==> config.mk <==
export PLATFORM = sky130hd
export DESIGN_NAME = i2c_row_target
export DESIGN_NICKNAME = d
export VERILOG_FILES = /design/src/rtl/i2c_tgt_pkg.sv /design/src/rtl/i2c_line_filter.sv /design/src/rtl/i2c_bus_events.sv /design/src/rtl/i2c_tgt_engine.sv /design/src/rtl/i2c_row_target.sv
export SDC_FILE = /design/constraint.sdc
export NUM_CORES = 1
export LEC_CHECK = 0
export BUFFER_PORTS_ARGS = -buffer_cell sky130_fd_sc_hd__buf_2
export CAP_MARGIN = 10
export CORE_UTILIZATION = 55
export DETAILED_ROUTE_END_ITERATION = 12
export PLACE_DENSITY_LB_ADDON = 0.1
export SLEW_MARGIN = 20
export SYNTH_ARGS = -nofsm -noshare
export SYNTH_HDL_FRONTEND = slang
export SYNTH_SLANG_ARGS = --single-unit
==> constraint.sdc <==
create_clock -name clk -period 6.1 [get_ports clk]
set_clock_uncertainty 0.05 [all_clocks]
set_input_delay 0.61 -clock clk [delete_from_list [all_inputs] [get_ports clk]]
set_output_delay 0.61 -clock clk [all_outputs]
set_load 0.01 [all_outputs]
==> src/rtl/i2c_tgt_pkg.sv <==
package i2c_tgt_pkg;

    localparam int BYTE_W = 8;

    typedef enum logic [3:0] {
        ST_IDLE,
        ST_ADDR,
        ST_ADDR_ACK,
        ST_REG,
        ST_REG_ACK,
        ST_WDATA,
        ST_WDATA_ACK,
        ST_RDATA,
        ST_RD_ACK,
        ST_IGNORE
    } tgt_state_e;

endpackage

==> src/rtl/i2c_line_filter.sv <==
module i2c_line_filter #(
    parameter int TAPS = 3
) (
    input  logic clk,
    input  logic rst_n,
    input  logic din,
    output logic dout
);
    localparam int ONES_W = $clog2(TAPS + 1);
    localparam int HALF   = TAPS / 2;

    logic [1:0]        sync_q;
    logic [TAPS-1:0]   win_q;
    logic [ONES_W-1:0] ones;
    logic              dout_q;

    always_comb begin
        ones = '0;
        for (int i = 0; i < TAPS; i++) begin
            ones = ones + ONES_W'(win_q[i]);
        end
    end

    always_ff @(posedge clk or negedge rst_n) begin
        if (!rst_n) begin
            sync_q <= '1;
            win_q  <= '1;
            dout_q <= 1'b1;
        end else begin
            sync_q <= {sync_q[0], din};
            win_q  <= {win_q[TAPS-2:0], sync_q[1]};
            dout_q <= (ones > ONES_W'(HALF));
        end
    end

    assign dout = dout_q;

endmodule

==> src/rtl/i2c_bus_events.sv <==
module i2c_bus_events (
    input  logic clk,
    input  logic rst_n,
    input  logic scl_f,
    input  logic sda_f,
    output logic ev_start,
    output logic ev_stop,
    output logic ev_rise,
    output logic ev_fall
);
    logic scl_q;
    logic sda_q;

    always_ff @(posedge clk or negedge rst_n) begin
        if (!rst_n) begin
            scl_q <= 1'b1;
            sda_q <= 1'b1;
        end else begin
            scl_q <= scl_f;
            sda_q <= sda_f;
        end
    end

    always_comb begin
        ev_rise  = scl_f & ~scl_q;
        ev_fall  = ~scl_f & scl_q;
        ev_start = scl_f & scl_q & sda_q & ~sda_f;
        ev_stop  = scl_f & scl_q & ~sda_q & sda_f;
    end

endmodule

==> src/rtl/i2c_tgt_engine.sv <==
module i2c_tgt_engine
    import i2c_tgt_pkg::*;
#(
    parameter int         ROW_BITS = 3,
    parameter logic [5:0] DEV_HI   = 6'b110000
) (
    input  logic              clk,
    input  logic              rst_n,
    input  logic              ev_start,
    input  logic              ev_stop,
    input  logic              ev_rise,
    input  logic              ev_fall,
    input  logic              sda_s,
    input  logic              addr_strap,
    input  logic              store_busy,
    output logic              sda_oe,
    output logic              wr_req,
    output logic [BYTE_W-1:0] wr_addr,
    output logic [BYTE_W-1:0] wr_data,
    output logic              rd_req,
    output logic [BYTE_W-1:0] rd_addr,
    input  logic [BYTE_W-1:0] rd_data
);
    localparam int ROW_HI = BYTE_W - ROW_BITS;

    tgt_state_e state_q, state_d;

    logic [BYTE_W-1:0] sh_q;
    logic [2:0]        cnt_q;
    logic              got8_q;
    logic              rw_q;
    logic [BYTE_W-1:0] ptr_q;
    logic [BYTE_W-2:0] tx_q;
    logic [BYTE_W-1:0] txbuf_q;
    logic              fetch_q;
    logic              mack_q;
    logic              oe_q;
    logic              wr_req_q;
    logic [BYTE_W-1:0] wr_addr_q;
    logic [BYTE_W-1:0] wr_data_q;
    logic              rd_req_q;
    logic [BYTE_W-1:0] rd_addr_q;

    logic addr_hit;
    logic byte_end;
    logic counting;

    function automatic logic [BYTE_W-1:0] row_inc(input logic [BYTE_W-1:0] a);
        row_inc = {a[BYTE_W-1:ROW_BITS], a[ROW_BITS-1:0] + 1'b1};
    endfunction

    assign addr_hit = (sh_q[BYTE_W-1:1] == {DEV_HI, addr_strap});
    assign byte_end = ev_fall && got8_q;
    assign counting = (state_q == ST_ADDR) || (state_q == ST_REG) ||
                      (state_q == ST_WDATA) || (state_q == ST_RDATA);

    // next-state selection
    always_comb begin
        state_d = state_q;
        if (ev_start) begin
            state_d = ST_ADDR;
        end else if (ev_stop) begin
            state_d = ST_IDLE;
        end else begin
            unique case (state_q)
                ST_IDLE:      state_d = ST_IDLE;
                ST_IGNORE:    state_d = ST_IGNORE;
                ST_ADDR:      if (byte_end)
                                  state_d = (addr_hit && !store_busy) ? ST_ADDR_ACK : ST_IGNORE;
                ST_ADDR_ACK:  if (ev_fall) state_d = rw_q ? ST_RDATA : ST_REG;
                ST_REG:       if (byte_end) state_d = ST_REG_ACK;
                ST_REG_ACK:   if (ev_fall) state_d = ST_WDATA;
                ST_WDATA:     if (byte_end) state_d = ST_WDATA_ACK;
                ST_WDATA_ACK: if (ev_fall) state_d = ST_WDATA;
                ST_RDATA:     if (byte_end) state_d = ST_RD_ACK;
                ST_RD_ACK:    if (ev_fall) state_d = mack_q ? ST_RDATA : ST_IGNORE;
                default:      state_d = ST_IDLE;
            endcase
        end
    end

    // state register
    always_ff @(posedge clk or negedge rst_n) begin
        if (!rst_n) state_q <= ST_IDLE;
        else        state_q <= state_d;
    end

    // datapath and outputs
    always_ff @(posedge clk or negedge rst_n) begin
        if (!rst_n) begin
            sh_q      <= '0;
            cnt_q     <= '0;
            got8_q    <= 1'b0;
            rw_q      <= 1'b0;
            ptr_q     <= '0;
            tx_q      <= '0;
            txbuf_q   <= '0;
            fetch_q   <= 1'b0;
            mack_q    <= 1'b0;
            oe_q      <= 1'b0;
            wr_req_q  <= 1'b0;
            wr_addr_q <= '0;
            wr_data_q <= '0;
            rd_req_q  <= 1'b0;
            rd_addr_q <= '0;
        end else begin
            wr_req_q <= 1'b0;
            rd_req_q <= 1'b0;
            fetch_q  <= rd_req_q;
            if (fetch_q) txbuf_q <= rd_data;

            // bit counter restarts at every byte boundary
            if (ev_start || (state_d != state_q)) begin
                cnt_q  <= '0;
                got8_q <= 1'b0;
            end else if (ev_rise && counting) begin
                cnt_q  <= cnt_q + 3'd1;
                got8_q <= (cnt_q == 3'd7);
                if (state_q != ST_RDATA) sh_q <= {sh_q[BYTE_W-2:0], sda_s};
            end

            // next read bit goes out after each falling clock
            if ((state_q == ST_RDATA) && ev_fall && !got8_q && !ev_start && !ev_stop) begin
                tx_q <= {tx_q[BYTE_W-3:0], 1'b0};
                oe_q <= ~tx_q[BYTE_W-2];
            end

            // host acknowledge of a read byte
            if ((state_q == ST_RD_ACK) && ev_rise) begin
                mack_q <= ~sda_s;
                if (!sda_s) begin
                    rd_req_q  <= 1'b1;
                    rd_addr_q <= ptr_q;
                    ptr_q     <= ptr_q + 1'b1;
                end
            end

            if (ev_start || ev_stop) begin
                oe_q <= 1'b0;
            end else if (state_d != state_q) begin
                unique case (state_q)
                    ST_ADDR: if (state_d == ST_ADDR_ACK) begin
                        oe_q <= 1'b1;
                        rw_q <= sh_q[0];
                        if (sh_q[0]) begin
                            rd_req_q  <= 1'b1;
                            rd_addr_q <= ptr_q;
                            ptr_q     <= ptr_q + 1'b1;
                        end
                    end
                    ST_ADDR_ACK, ST_RD_ACK: if (state_d == ST_RDATA) begin
                        tx_q <= txbuf_q[BYTE_W-2:0];
                        oe_q <= ~txbuf_q[BYTE_W-1];
                    end else begin
                        oe_q <= 1'b0;
                    end
                    ST_REG: begin
                        ptr_q <= sh_q;
                        oe_q  <= 1'b1;
                    end
                    ST_REG_ACK, ST_WDATA_ACK, ST_RDATA: oe_q <= 1'b0;
                    ST_WDATA: begin
                        wr_req_q  <= 1'b1;
                        wr_addr_q <= ptr_q;
                        wr_data_q <= sh_q;
                        ptr_q     <= row_inc(ptr_q);
                        oe_q      <= 1'b1;
                    end
                    default: oe_q <= 1'b0;
                endcase
            end
        end
    end

    assign sda_oe  = oe_q;
    assign wr_req  = wr_req_q;
    assign wr_addr = wr_addr_q;
    assign wr_data = wr_data_q;
    assign rd_req  = rd_req_q;
    assign rd_addr = rd_addr_q;

    // row tracking for the write-burst check
    logic              chk_row_v;
    logic [ROW_HI-1:0] chk_row_q;

    always_ff @(posedge clk or negedge rst_n) begin
        if (!rst_n) begin
            chk_row_v <= 1'b0;
            chk_row_q <= '0;
        end else if (ev_start) begin
            chk_row_v <= 1'b0;
        end else if (wr_req_q) begin
            chk_row_v <= 1'b1;
            chk_row_q <= wr_addr_q[BYTE_W-1:ROW_BITS];
        end
    end

    AST_WR_SINGLE: assert property (@(posedge clk) disable iff (!rst_n)
        wr_req |=> !wr_req);
    AST_RD_SINGLE: assert property (@(posedge clk) disable iff (!rst_n)
        rd_req |=> !rd_req);
    AST_ROW_KEPT: assert property (@(posedge clk) disable iff (!rst_n)
        (wr_req && chk_row_v) |-> (wr_addr[BYTE_W-1:ROW_BITS] == chk_row_q));
    AST_BUSY_NACK: assert property (@(posedge clk) disable iff (!rst_n)
        ((state_q == ST_ADDR_ACK) && $rose(oe_q)) |-> !$past(store_busy));
    AST_START_RELEASE: assert property (@(posedge clk) disable iff (!rst_n)
        ev_start |=> !sda_oe);
    AST_QUIET_UNADDR: assert property (@(posedge clk) disable iff (!rst_n)
        ((state_q == ST_IGNORE) || (state_q == ST_IDLE)) |-> (!sda_oe && !wr_req));

endmodule

==> src/rtl/i2c_row_target.sv <==
module i2c_row_target
    import i2c_tgt_pkg::*;
#(
    parameter int         FILT_TAPS = 3,
    parameter int         ROW_BITS  = 3,
    parameter logic [5:0] DEV_HI    = 6'b110000
) (
    input  logic              clk,
    input  logic              rst_n,
    input  logic              scl_i,
    input  logic              sda_i,
    input  logic              addr_strap,
    input  logic              store_busy,
    output logic              sda_oe,
    output logic              wr_req,
    output logic [BYTE_W-1:0] wr_addr,
    output logic [BYTE_W-1:0] wr_data,
    output logic              rd_req,
    output logic [BYTE_W-1:0] rd_addr,
    input  logic [BYTE_W-1:0] rd_data
);
    localparam int LINES = 2;

    logic [LINES-1:0] raw;
    logic [LINES-1:0] filt;
    logic ev_start, ev_stop, ev_rise, ev_fall;

    assign raw = {scl_i, sda_i};

    for (genvar g = 0; g < LINES; g++) begin : g_line
        i2c_line_filter #(.TAPS(FILT_TAPS)) i_filt (
            .clk  (clk),
            .rst_n(rst_n),
            .din  (raw[g]),
            .dout (filt[g])
        );
    end

    i2c_bus_events i_events (
        .clk     (clk),
        .rst_n   (rst_n),
        .scl_f   (filt[1]),
        .sda_f   (filt[0]),
        .ev_start(ev_start),
        .ev_stop (ev_stop),
        .ev_rise (ev_rise),
        .ev_fall (ev_fall)
    );

    i2c_tgt_engine #(.ROW_BITS(ROW_BITS), .DEV_HI(DEV_HI)) i_engine (
        .clk       (clk),
        .rst_n     (rst_n),
        .ev_start  (ev_start),
        .ev_stop   (ev_stop),
        .ev_rise   (ev_rise),
        .ev_fall   (ev_fall),
        .sda_s     (filt[0]),
        .addr_strap(addr_strap),
        .store_busy(store_busy),
        .sda_oe    (sda_oe),
        .wr_req    (wr_req),
        .wr_addr   (wr_addr),
        .wr_data   (wr_data),
        .rd_req    (rd_req),
        .rd_addr   (rd_addr),
        .rd_data   (rd_data)
    );

endmodule

==> flow_summary.toml <==
[outcome]
outcome = "finished, final reports clean"

[sta]
relSlewSlack = 0.246
hold_slack_ns = 0.219
setup_violations = 0
setup_ws_ns = 2.97
tightestPinTransition_ns = 1.12
tns_ns = 0
finalCritPeriodShare = 0.513
finalCriticalPeriod_ns = 3.13
hold_viol_final = 0
fmax_mhz = 319
finalMaxSlewViolations = 0
rsz0062_at_grt = "false"

[placed_design]
io_buffers = 40
gp_congestion = 0.900
dp_hpwl_um = 5900
pre_cts_ws_ns = 3.02
dp.cells = 513

[die]
core_area_um2 = 7210
io_pins = 41
rows = 31
design.die.area_um2 = 7810
fp.dieH_um = 88.4
initial_core_util = 0.569
die_w_um = 88.4

[worst_setup_path]
worstReg2RegStart = "i_engine.state_q[1]"
setup.worst_path.start_class = "flop"
r2r_setup_slack_ns = 2.97
endpoint_kind = "flop"
arrival_ns = 3.32
r2r_cells = 8
worstSetupStartpoint = "i_engine.state_q[1]"
crit_required_ns = 6.29
r2r-end = "i_engine.ptr_q[1]"
worstSetupPathType = "reg -> reg"
endpoint = "i_engine.ptr_q[1]"
crit_path_max_fanout = 22

[final_layout]
fillers = 601
final_cell_mix = "nand2_1 (78), dfrtp_1 (69), buf_2 (39)"
stdcell_count = 529
drive_gt1_frac = 0.258
diodes = 0
fin_nets = 444
area_growth_pct = 12.2
layout_commonest_cell = "nand2_1"

[synthesis]
avgSynthCellArea_um2 = 10.5
ys.flop_type = "dfrtp_1"
yosys_warnings = 0
ys_seq_elements = 83
synthesis.instances = 390
ys_seq_area_frac = 0.510
synth_cell_types = 70
synthArstFlopShare = 1.00
synthesis.nets = 409
synth_edf_count = 0
syn_area_um2 = 4110

[clocking]
cts_setup_buffers = 0
clock_path_buffers = 2
holdBufCountCts = 0
cts.sinks = 83
insertion_delay_ns = 0.36
root_buffer = "clkbuf_8"
numCtsBuffers = 9
clk_pin_slew_worst_paths_ns = 0.08
htreeDepth = 3
cts_tree = "yes"
cts_resized = 0

[grt]
grt_pass1_vias = 2921
grt_overflow_total = 0
grt_max_degree = 84
grtUsageTotal = 0.249
antenna_found_initial = 0
grt_pass1_wl_um = 14600

[power]
ir_drop_v = 0.000216
powerDensity_nw_per_um2 = 410
p_leak_nw = 2.13
finalPower_mw = 1.89

[route]
vias_per_cell = 5.86
ant_nets = 0
drt_wl_total_um = 8850
drtPass1Iterations = 5
drtIter0Drc = 252
drc_errors = 0
vias = 3099
post_drt_wl_per_cell_um = 16.7

[worst_hold_path]
hp-class = "in -> async"

[flow_run]
cap_violations = 0
## cell type report
class | instances | area, um^2 | share of cell area
Inverter | 9 | 33.8 | 0.00733
Timing Repair Buffer | 42 | 221 | 0.0481
Sequential cell | 83 | 2090 | 0.455
Multi-Input combinational cell | 280 | 1890 | 0.410
Clock inverter | 4 | 98.8 | 0.0215
Clock buffer | 12 | 145 | 0.0315
Tap cell | 99 | 124 | 0.0269
## per-layer routing
layer / wire length [um] / global-route usage
met2: 4140 / 0.383
met5: 0 / 0
met4: 179 / 0.0909
met1: 4010 / 0.353
met3: 515 / 0.0466
## stage by stage
stage	utilization	area, um^2
floorplan	-	4110
global placement	0.604	4360
detailed placement	0.604	4360
CTS	0.638	4600
global route	0.638	4610
finish	0.638	4610
## how the worst min path moves through the flow
stage	start	end	slack (ns)	depth (start not counted)
global route	scl_i	g_line[1].i_filt.sync_q[0]	0.29	1
global placement	g_line[1].i_filt.sync_q[1]	g_line[1].i_filt.win_q[0]	0.30	0
CTS	sda_i	g_line[0].i_filt.sync_q[0]	0.29	1
floorplan	rst_n	i_engine.cnt_q[0]	0.26	0
finish	rst_n	i_engine.got8_q	0.22	1
detailed placement	g_line[0].i_filt.sync_q[1]	g_line[0].i_filt.win_q[0]	0.30	0
## kinds of logic after synthesis
family / count (synthesis) / synth area share
AO/OA/AOI/OAI: 84 / 0.145
XOR/XNOR: 11 / 0.0235
adder cells (fa/ha/maj): 5 / 0.0152
buffers and inverters: 27 / 0.0299
flip-flops: 83 / 0.510
multiplexers: 34 / 0.0927
AND/OR/NAND/NOR: 146 / 0.183
## registers in the layout (all words and copies together) (netlist names), 6 cells and up
name / count
i_engine.tx_q: 7
g_line.i_filt.win_q: 6
i_engine.txbuf_q: 8
i_engine.ptr_q: 8
i_engine.wr_data: 8
i_engine.wr_addr: 8
i_engine.rd_addr: 8
i_engine.sh_q: 8
## power by group
group	switching, mW	total [mW]	internal [mW]
Sequential	0.156	0.841	0.685
Clock	0.196	0.482	0.285
Combinational	0.304	0.564	0.260
## synth_stat cells, drive strengths merged (2+ instances only)
master / count / area share
a31oi: 2 / 0.0030
nand2: 79 / 0.073
o21ai: 28 / 0.034
nand4b: 2 / 0.0043
a221oi: 3 / 0.0064
a21o: 5 / 0.0091
or3: 2 / 0.0030
a22oi: 2 / 0.0037
a21oi: 19 / 0.026
nand4: 3 / 0.0061
a211oi: 2 / 0.0037
a2111oi: 2 / 0.0058
nor2b: 6 / 0.0091
ha: 5 / 0.015
o32ai: 2 / 0.011
xor2: 5 / 0.011
nand3b: 4 / 0.0073
o21bai: 2 / 0.0037
inv: 9 / 0.0082
and3b: 2 / 0.0043
nor4: 2 / 0.0046
a32oi: 2 / 0.0043
dfrtp: 69 / 0.42
nand2b: 6 / 0.012
a211o: 2 / 0.0043
dfstp: 14 / 0.090
a2bb2oi: 2 / 0.0043
xnor2: 6 / 0.013
nor2: 14 / 0.013
or4b: 2 / 0.0058
buf: 11 / 0.015
mux2: 26 / 0.073
or4: 2 / 0.0046
nor3: 5 / 0.0088
nand3: 5 / 0.0061
clkbuf: 7 / 0.0064
and3: 7 / 0.011
o31ai: 2 / 0.0070
mux2i: 8 / 0.020
## worst max-delay path: stages, from the launching register on
cell       delay (ns)
dfrtp_1          0.83
nand3b_1         0.21
a2111oi_2        0.08
buf_4            0.23
o21bai_1         0.18
or4_4            0.51
o31ai_4          0.49
a21oi_4          0.13
mux2_4           0.33
Note: power is estimated with default switching activity, not from simulation.
